**config.mk**
```make
export PLATFORM = sky130hd
export DESIGN_NAME = spi_cmd_frontend
export DESIGN_NICKNAME = d
export VERILOG_FILES = /design/src/rtl/spi_cmd_pkg.sv /design/src/rtl/spi_sync.sv /design/src/rtl/spi_frame_shift.sv /design/src/rtl/spi_cmd_issue.sv /design/src/rtl/spi_cmd_frontend.sv
export SDC_FILE = /design/constraint.sdc
export NUM_CORES = 1
export LEC_CHECK = 0
export BUFFER_PORTS_ARGS = -buffer_cell sky130_fd_sc_hd__buf_2
export CORE_ASPECT_RATIO = 1.5
export CORE_MARGIN = 2
export CORE_UTILIZATION = 55
export DETAILED_ROUTE_END_ITERATION = 6
export PLACE_DENSITY = 0.8
export RECOVER_POWER = 50
export SYNTH_ARGS = -nofsm -noshare
export SYNTH_HDL_FRONTEND = slang
export SYNTH_SLANG_ARGS = --single-unit
```
**constraint.sdc**
```tcl
create_clock -name clk_i -period 2.51 [get_ports clk_i]
set_input_delay 0.502 -clock clk_i [delete_from_list [all_inputs] [get_ports clk_i]]
set_output_delay 0.502 -clock clk_i [all_outputs]
set_load 0.005 [all_outputs]
```
**src/rtl/spi_cmd_pkg.sv**
```systemverilog
package spi_cmd_pkg;
  localparam int unsigned CMD_W  = 4;
  localparam int unsigned ADDR_W = 4;
  localparam int unsigned DATA_W = 16;
  localparam int unsigned RB_W   = 10;

  localparam logic [CMD_W-1:0] CMD_RB_STORED = 4'h9;
  localparam logic [CMD_W-1:0] CMD_RB_WIPER  = 4'hA;
endpackage

```
**src/rtl/spi_sync.sv**
```systemverilog
module spi_sync #(
  parameter int unsigned WIDTH  = 3,
  parameter int unsigned STAGES = 2,
  parameter logic [WIDTH-1:0] RST_VAL = '0
) (
  input  logic             clk_i,
  input  logic             rst_ni,
  input  logic [WIDTH-1:0] d_i,
  output logic [WIDTH-1:0] q_o
);
  logic [WIDTH-1:0] stg [STAGES];

  for (genvar s = 0; s < STAGES; s++) begin : g_stage
    always_ff @(posedge clk_i or negedge rst_ni) begin
      if (!rst_ni) stg[s] <= RST_VAL;
      else if (s == 0) stg[s] <= d_i;
      else stg[s] <= stg[(s == 0) ? 0 : s-1];
    end
  end

  assign q_o = stg[STAGES-1];
endmodule

```
**src/rtl/spi_frame_shift.sv**
```systemverilog
module spi_frame_shift #(
  parameter int unsigned FRAME_BITS = 24,
  parameter int unsigned DATA_W     = 16,
  parameter int unsigned RB_W       = 10
) (
  input  logic                  clk_i,
  input  logic                  rst_ni,
  input  logic                  sclk_rise_i,
  input  logic                  csn_i,
  input  logic                  cs_fall_i,
  input  logic                  sdi_i,
  input  logic                  load_i,
  input  logic [RB_W-1:0]       load_data_i,
  output logic [FRAME_BITS-1:0] shreg_o,
  output logic                  full_o
);
  localparam int unsigned CNT_W = $clog2(FRAME_BITS + 2);
  localparam logic [CNT_W-1:0] CNT_FULL = CNT_W'(FRAME_BITS);
  localparam logic [CNT_W-1:0] CNT_OVER = CNT_W'(FRAME_BITS + 1);

  logic [CNT_W-1:0]      cnt_q;
  logic [FRAME_BITS-1:0] shreg_q;
  logic                  take_bit;

  assign take_bit = sclk_rise_i && !csn_i;

  // saturates one past a full frame so long frames stay invalid
  always_ff @(posedge clk_i or negedge rst_ni) begin
    if (!rst_ni)                             cnt_q <= '0;
    else if (cs_fall_i)                      cnt_q <= '0;
    else if (take_bit && cnt_q != CNT_OVER)  cnt_q <= cnt_q + 1'b1;
  end

  always_ff @(posedge clk_i or negedge rst_ni) begin
    if (!rst_ni)       shreg_q <= '0;
    else if (load_i)   shreg_q[DATA_W-1:0] <= {{(DATA_W-RB_W){1'b0}}, load_data_i};
    else if (take_bit) shreg_q <= {shreg_q[FRAME_BITS-2:0], sdi_i};
  end

  assign shreg_o = shreg_q;
  assign full_o  = (cnt_q == CNT_FULL);

  AST_HOLD_CS_HIGH: assert property (@(posedge clk_i) disable iff (!rst_ni)
    (csn_i && !load_i) |=> $stable(shreg_q));
  AST_CNT_RANGE: assert property (@(posedge clk_i) disable iff (!rst_ni)
    cnt_q <= CNT_OVER);
  AST_RB_ZEXT: assert property (@(posedge clk_i) disable iff (!rst_ni)
    load_i |=> (shreg_q[DATA_W-1:RB_W] == '0));
endmodule

```
**src/rtl/spi_cmd_issue.sv**
```systemverilog
module spi_cmd_issue
  import spi_cmd_pkg::*;
#(
  parameter int unsigned FRAME_BITS = 24
) (
  input  logic                  clk_i,
  input  logic                  rst_ni,
  input  logic                  cs_rise_i,
  input  logic                  full_i,
  input  logic [FRAME_BITS-1:0] shreg_i,
  output logic                  cmd_valid_o,
  output logic [CMD_W-1:0]      cmd_o,
  output logic [ADDR_W-1:0]     addr_o,
  output logic [DATA_W-1:0]     data_o,
  output logic                  load_o,
  output logic                  sdo_oe_o
);
  localparam int unsigned CMD_LSB  = FRAME_BITS - CMD_W;
  localparam int unsigned ADDR_LSB = CMD_LSB - ADDR_W;

  logic valid_q, oe_q, is_rb;
  logic [CMD_W-1:0]  cmd_q;
  logic [ADDR_W-1:0] addr_q;
  logic [DATA_W-1:0] data_q;

  always_ff @(posedge clk_i or negedge rst_ni) begin
    if (!rst_ni) begin
      valid_q <= 1'b0;
      cmd_q   <= '0;
      addr_q  <= '0;
      data_q  <= '0;
    end else begin
      valid_q <= cs_rise_i && full_i;
      if (cs_rise_i && full_i) begin
        cmd_q  <= shreg_i[FRAME_BITS-1:CMD_LSB];
        addr_q <= shreg_i[CMD_LSB-1:ADDR_LSB];
        data_q <= shreg_i[DATA_W-1:0];
      end
    end
  end

  assign is_rb  = (cmd_q == CMD_RB_STORED) || (cmd_q == CMD_RB_WIPER);
  assign load_o = valid_q && is_rb;

  // output drive lasts for the frame that carries the readback out
  always_ff @(posedge clk_i or negedge rst_ni) begin
    if (!rst_ni)        oe_q <= 1'b0;
    else if (cs_rise_i) oe_q <= 1'b0;
    else if (load_o)    oe_q <= 1'b1;
  end

  assign cmd_valid_o = valid_q;
  assign cmd_o       = cmd_q;
  assign addr_o      = addr_q;
  assign data_o      = data_q;
  assign sdo_oe_o    = oe_q;

  AST_STROBE_PULSE: assert property (@(posedge clk_i) disable iff (!rst_ni)
    cmd_valid_o |=> !cmd_valid_o);
  AST_STROBE_FULL: assert property (@(posedge clk_i) disable iff (!rst_ni)
    cmd_valid_o |-> $past(full_i));
  AST_OE_FROM_RB: assert property (@(posedge clk_i) disable iff (!rst_ni)
    $rose(sdo_oe_o) |-> $past(load_o));
  AST_OE_DROP: assert property (@(posedge clk_i) disable iff (!rst_ni)
    cs_rise_i |=> !sdo_oe_o);
endmodule

```
**src/rtl/spi_cmd_frontend.sv**
```systemverilog
module spi_cmd_frontend
  import spi_cmd_pkg::*;
#(
  parameter int unsigned SYNC_STAGES = 2
) (
  input  logic              clk_i,
  input  logic              rst_ni,
  input  logic              sclk_i,
  input  logic              csn_i,
  input  logic              sdi_i,
  output logic              sdo_o,
  output logic              sdo_oe_o,
  output logic              cmd_valid_o,
  output logic [CMD_W-1:0]  cmd_o,
  output logic [ADDR_W-1:0] addr_o,
  output logic [DATA_W-1:0] data_o,
  input  logic [RB_W-1:0]   rb_data_i
);
  localparam int unsigned FRAME_BITS = CMD_W + ADDR_W + DATA_W;

  logic [2:0] sync_q;
  logic sclk_s, csn_s, sdi_s, sclk_d, csn_d;
  logic sclk_rise, cs_rise, cs_fall, full, load;
  logic [FRAME_BITS-1:0] shreg;

  spi_sync #(.WIDTH(3), .STAGES(SYNC_STAGES), .RST_VAL(3'b010)) u_sync (
    .clk_i (clk_i),
    .rst_ni(rst_ni),
    .d_i   ({sclk_i, csn_i, sdi_i}),
    .q_o   (sync_q)
  );
  assign {sclk_s, csn_s, sdi_s} = sync_q;

  always_ff @(posedge clk_i or negedge rst_ni) begin
    if (!rst_ni) begin
      sclk_d <= 1'b0;
      csn_d  <= 1'b1;
    end else begin
      sclk_d <= sclk_s;
      csn_d  <= csn_s;
    end
  end

  assign sclk_rise = sclk_s && !sclk_d;
  assign cs_rise   = csn_s && !csn_d;
  assign cs_fall   = !csn_s && csn_d;

  spi_frame_shift #(.FRAME_BITS(FRAME_BITS), .DATA_W(DATA_W), .RB_W(RB_W)) u_frame (
    .clk_i      (clk_i),
    .rst_ni     (rst_ni),
    .sclk_rise_i(sclk_rise),
    .csn_i      (csn_s),
    .cs_fall_i  (cs_fall),
    .sdi_i      (sdi_s),
    .load_i     (load),
    .load_data_i(rb_data_i),
    .shreg_o    (shreg),
    .full_o     (full)
  );

  spi_cmd_issue #(.FRAME_BITS(FRAME_BITS)) u_issue (
    .clk_i      (clk_i),
    .rst_ni     (rst_ni),
    .cs_rise_i  (cs_rise),
    .full_i     (full),
    .shreg_i    (shreg),
    .cmd_valid_o(cmd_valid_o),
    .cmd_o      (cmd_o),
    .addr_o     (addr_o),
    .data_o     (data_o),
    .load_o     (load),
    .sdo_oe_o   (sdo_oe_o)
  );

  assign sdo_o = shreg[FRAME_BITS-1];

  AST_NO_STROBE_IN_FRAME: assert property (@(posedge clk_i) disable iff (!rst_ni)
    (!csn_s && !csn_d) |=> !cmd_valid_o);
endmodule

```
After elaboration in Yosys (flattened, before gate mapping)
Cells that the tools add are included.
{"block": "op_classes", "add_sub_neg": 1, "n_eq_ne": 4, "n_mux": 6, "bitwise": 1, "n_reduce_logical": 15}
{"cell": "16-bit 2-to-1 mux", "n": 2}
{"cell": "5-bit 2-to-1 mux", "n": 2}
{"cell": "4-bit == test, second input constant", "n": 2}
{"cell": "1-bit logical AND", "n": 7}
{"cell": "2-bit nonzero test", "n": 3}
{"cell": "5-bit by 1-bit adder with 5-bit output, second input constant", "n": 1}
{"cell": "5-bit == test, second input constant", "n": 1}
{"cell": "5-bit inequality test, second input constant", "n": 1}
{"cell": "1-bit zero test", "n": 3}
{"cell": "1-bit 2-to-1 mux", "n": 2}
{"cell": "2-bit AND reduction", "n": 1}
{"cell": "1-bit logical OR", "n": 1}
{"cell": "1-bit inverter", "n": 1}
{"block": "word_totals", "reg_bits": 63, "input_bits": 15, "out_inout_bits": 27, "elab_cells": 39}

Depth between registers and ports, before layout
{"block": "depth", "depth_word": 6, "ltp_mapped": 6, "ltp_nobuf": 5}

Cells and area by module
From an unflattened synthesis, not the netlist that was laid out.
{"block": "hier_totals", "cells_unflattened": 195, "hier_area_um2": 2680.1}
{"mod": "spi_frame_shift", "n_inst": 1, "cells_each": 121, "area_per_inst_um2": 1363.8, "seq_area_each_um2": 725.7}
{"mod": "spi_cmd_issue", "n_inst": 1, "cells_each": 60, "area_per_inst_um2": 1068.5, "seq_area_each_um2": 650.6}
{"mod": "spi_sync", "n_inst": 1, "cells_each": 9, "area_per_inst_um2": 175.2, "seq_area_each_um2": 152.6}
{"mod": "spi_cmd_frontend", "n_inst": 1, "cells_each": 5, "area_per_inst_um2": 72.6, "seq_area_each_um2": 51.3}

Least setup slack after synthesis
OpenSTA, ideal clock, no wires.
{"block": "synth_path", "kind": "register to register", "from": "register u_frame.cnt_q[0]", "to": "register u_issue.addr_q[2], in the netlist u_issue.addr_o[2]", "setup_time_ps": 125, "arrival_ps": 1610, "t_required_ps": 2385, "setup_slack_ps": 775, "stages_incl_launch_ff": 7, "n_path_buf": 1, "synth_period_minus_slack_ps": 1735, "cell_sequence": "dfrtp_1 > inv_1 > ha_1 > nand4b_1 > nor3b_4 > buf_6 > mux2_2"}
{"block": "synth_via", "elab_chain_cells": 2}
{"element": "start: declaration", "line": "spi_frame_shift.sv:21", "text": "logic [CNT_W-1:0] cnt_q;"}
{"element": "start signal: assignment", "line": "spi_frame_shift.sv:31", "text": "else if (take_bit && cnt_q != CNT_OVER) cnt_q <= cnt_q + 1'b1;"}
{"element": "5-bit == test", "line": "spi_frame_shift.sv:41", "text": "assign full_o = (cnt_q == CNT_FULL);"}
{"element": "1-bit logical AND", "line": "spi_cmd_issue.sv:34", "text": "if (cs_rise_i && full_i) begin"}
{"element": "end signal: assignment", "line": "spi_cmd_issue.sv:36", "text": "addr_q <= shreg_i[CMD_LSB-1:ADDR_LSB];"}
{"element": "end: declaration", "line": "spi_cmd_issue.sv:23", "text": "logic [ADDR_W-1:0] addr_q;"}
Every way passes these cells.
A chain may end at the register's enable or synchronous reset.

Worst setup path in the final report
{"block": "layout_path", "from": "register u_sync.stg, in the netlist u_sync.q_o[1]", "to": "register u_issue.data_q[4], in the netlist u_issue.data_o[4]"}
{"block": "layout_via", "elab_chain_cells": 2}
{"element": "start: declaration", "line": "spi_sync.sv:11", "text": "logic [WIDTH-1:0] stg [STAGES];"}
{"element": "start signal: indexed assignment", "line": "spi_sync.sv:16", "text": "else if (s == 0) stg[s] <= d_i;"}
{"element": "start signal: indexed assignment", "line": "spi_sync.sv:17", "text": "else stg[s] <= stg[(s == 0) ? 0 : s-1];"}
{"element": "1-bit logical AND", "line": "spi_cmd_frontend.sv:45", "text": "assign cs_rise = csn_s && !csn_d;"}
{"element": "1-bit logical AND", "line": "spi_cmd_issue.sv:34"}
{"element": "end signal: assignment", "line": "spi_cmd_issue.sv:37", "text": "data_q <= shreg_i[DATA_W-1:0];"}
{"element": "end: declaration", "line": "spi_cmd_issue.sv:24", "text": "logic [DATA_W-1:0] data_q;"}
Every way passes these cells.

==> results.tsv <==
stage	metric	value	unit
run_status	status	completed	
global_route	initial antenna violation count	0	
power	P per Cell Area	725	nW/um^2
synthesis	Synth cell types	25	
clock_tree	post_cts resized	0	
clock_tree	CTS tree	yes	
global_route	gr usage total	20.2	%
job	MaxCap Viol Count	0	
hold_path	start point of the worst min-delay path	csn_i	
place	Post-DP HPWL	3000	um
timing	final setup fails	0	
drt	vias per inst	5.44	
synthesis	syn_nets	193	
synthesis	Synth area leader	dfrtp_1	
setup_path	Crit path required time	2.73	ns
clock_tree	CTS Hold Bufs	0	
floorplanning	num ports	42	
setup_path	crit path launch	u_sync.q_o[1]	
setup_path	CP Launch Type	register	
power	worst vdd ir	0.484	mV
timing	Rel. slew slack	1.99	%
timing	Fin Setup TNS	0	ns
timing	Slew Limit Fails	0	
synthesis	Yosys reg bits	63	
clock_tree	Sinks on Clock Net	63	
synthesis	Mapped Cells	175	
synthesis	dominant synthesized flop cell	dfrtp_1	
final_layout	# diodes	0	
floorplanning	initial core utilization	57.0	%
clock_tree	clock root cell	clkbuf_8	
clock_tree	Clock transition at path regs	0.06	ns
final_layout	share of cells above drive strength 1	51.3	%
final_layout	final net count	245	
final_layout	FILL cells	332	
synthesis	top cell type's share of synthesized area	58.5	%
setup_path	R2R Path Start	u_sync.q_o[1]	
floorplanning	Core Rows	30	
synthesis	Post-synth EDFFs	0	
drt	DRT Pass-1 Iters	4	
clock_tree	Worst-Skew Late Latency	0.34	ns
global_route	total gr overflow	0	
setup_path	CP Class	register to register	
timing	Tcrit/Tclk final	73.8	%
place	number of I/O port buffers	41	
synthesis	post-synthesis area per instance	14.7	sq um
timing	clock skew	0.00821	ns
floorplanning	DIE AREA	5240	sq um
setup_path	Critical Path AT	2.07	ns
clock_tree	postcts setup bufs	0	
drt	post-route DRC violation count	0	
clock_tree	largest buffer count on any clock path	2	
timing	RSZ-0062 raised after global routing	false	
power	Leakage	1.54	nW
drt	total number of vias	1522	
synthesis	top cells by instance count after synthesis	60 x dfrtp_1, 51 x mux2_2, 15 x nand2_1	
synthesis	register area share after synthesis	61.6	%
place	Placed Cells	264	
synthesis	synthesis warning total	0	
hold_path	Hold WC Path Type	primary input to register	
floorplanning	die height	87.7	um
timing	Final Hold Fails	0	
floorplanning	chip width	59.8	um
setup_path	crit end category	register	
place	Placer Congestion	0.841	
synthesis	top cells by area, synth	dfrtp_1 59%, mux2_2 22%, dfstp_2 3.1%	
drt	Post-DRT Antenna Nets	0	
timing	worst-margin pin slew	1.47	ns
global_route	largest net degree at the start of global routing	64	
clock_tree	TritonCTS Buffers	9	
timing	Min Hold Slack	0.262	ns
global_route	vias in the first global route	1638	
synthesis	area of the mapped netlist	2570	sq um
global_route	first-pass GRT wire length	7680	um
final_layout	fin cells	280	
drt	1st-iter DRT viols	62	
floorplanning	core area	4500	sq um
drt	WL per Instance	16.0	um
timing	crit path time final	1.85	ns
drt	final wirelength	4470	um
setup_path	crit path max fanout	18	
synthesis	top-count cell post-synth	dfrtp_1	
timing	Peak Freq	0.540	GHz
final_layout	area delta synth->final	17.9	%
synthesis	asr flop ratio synth	100	%
clock_tree	htree depth	3	
routing by layer:
metal / wire length, um / part of all wire, % / vias up / global-route usage, %
li1: - / - / 724 / -
met1: 1830 / 41 / 753 / 25.5
met2: 2360 / 53 / 36 / 31.3
met3: 178 / 4.0 / 9 / 6.35
met4: 96 / 2.1 / 0 / 9.90
met5: 0 / 0 / - / 0
kinds of logic (layout without fill, tap and decap cells):
group           Yosys count  count (layout)  synth area share (%)
flops                    63              63                  61.6
fa+ha+maj                 3               3                  1.46
xor+xnor                  1               1                 0.341
simple gates             30              30                  7.17
mux                      52              52                  22.8
buf+inv                   9              66                  2.53
compound gates           17              17                  4.10
sequential cells by signal (all words and copies together), names as in the netlist:
name	count
u_frame.shreg_o	24
u_sync.stg	3
csn_d	1
u_frame.cnt_q	5
u_issue.cmd_valid_o	1
u_issue.addr_o	4
sclk_d	1
u_issue.sdo_oe_o	1
u_issue.data_o	16
u_issue.cmd_o	4
u_sync.q_o	3
worst paths after layout:
path | endpoint | cells after the start | slack, ns
min in group asynchronous | u_frame.shreg_o[16] | 2 | 0.60
worst max register to register | u_issue.data_o[4] | 4 | 0.66
worst max-delay path | u_issue.data_o[4] | 4 | 0.66
worst min register to register | u_sync.q_o[2] | 0 | 0.36
max in group asynchronous | u_issue.data_o[8] | 2 | 1.03
worst min-delay path | u_sync.stg[4] | 1 | 0.26
layout make-up:
| type | count | area [sq um] | share of cell area (%) |
|---|---|---|---|
| well taps | 48 | 60.1 | 1.99 |
| clock buffers | 12 | 155 | 5.13 |
| multi-input cells | 103 | 926 | 30.6 |
| clock inverters | 4 | 45.0 | 1.49 |
| flip-flops and latches | 63 | 1580 | 52.2 |
| repair buffers | 47 | 248 | 8.19 |
| inverters | 3 | 11.3 | 0.372 |
critical path: stages (launching register included):
cell and delay, ns:
dfstp_1 0.65, nand4b_1 0.18, nor3b_4 0.23, buf_4 0.29, mux2_2 0.37
report_power, final:
part | leakage, nW | switching [mW] | total, mW | internal [mW]
clock | 0.106 | 0.369 | 0.876 | 0.508
combinational | 0.587 | 0.0653 | 0.173 | 0.108
sequential | 0.845 | 0.0543 | 1.14 | 1.09
cells in the final DEF, fill, tap and decap left out, types with 2 or more instances in the layout:
master and n:
o21ai_0 4, nand4b_1 2, dfstp_2 2, buf_2 41, dfrtp_1 60, buf_4 5
inv_1 3, clkbuf_8 11, mux2_2 51, nand2_1 15, clkinv_2 3, a21oi_1 11
ha_1 3, or3_1 3, nand3_1 3
metrics by stage:
step	power (mW)	cell area [sq um]	utilization [%]	setup slack (ns)
6_report	2.19	3030	67.2	0.657
5_1_grt	2.29	3030	67.2	0.582
4_1_cts	2.22	3030	67.2	0.695
3_5_place_dp	1.34	2830	62.8	0.720
3_3_place_gp	1.33	2830	62.8	0.776
2_1_floorplan	1.27	2570	-	0.775
Note: power is estimated with default switching activity, not from simulation.
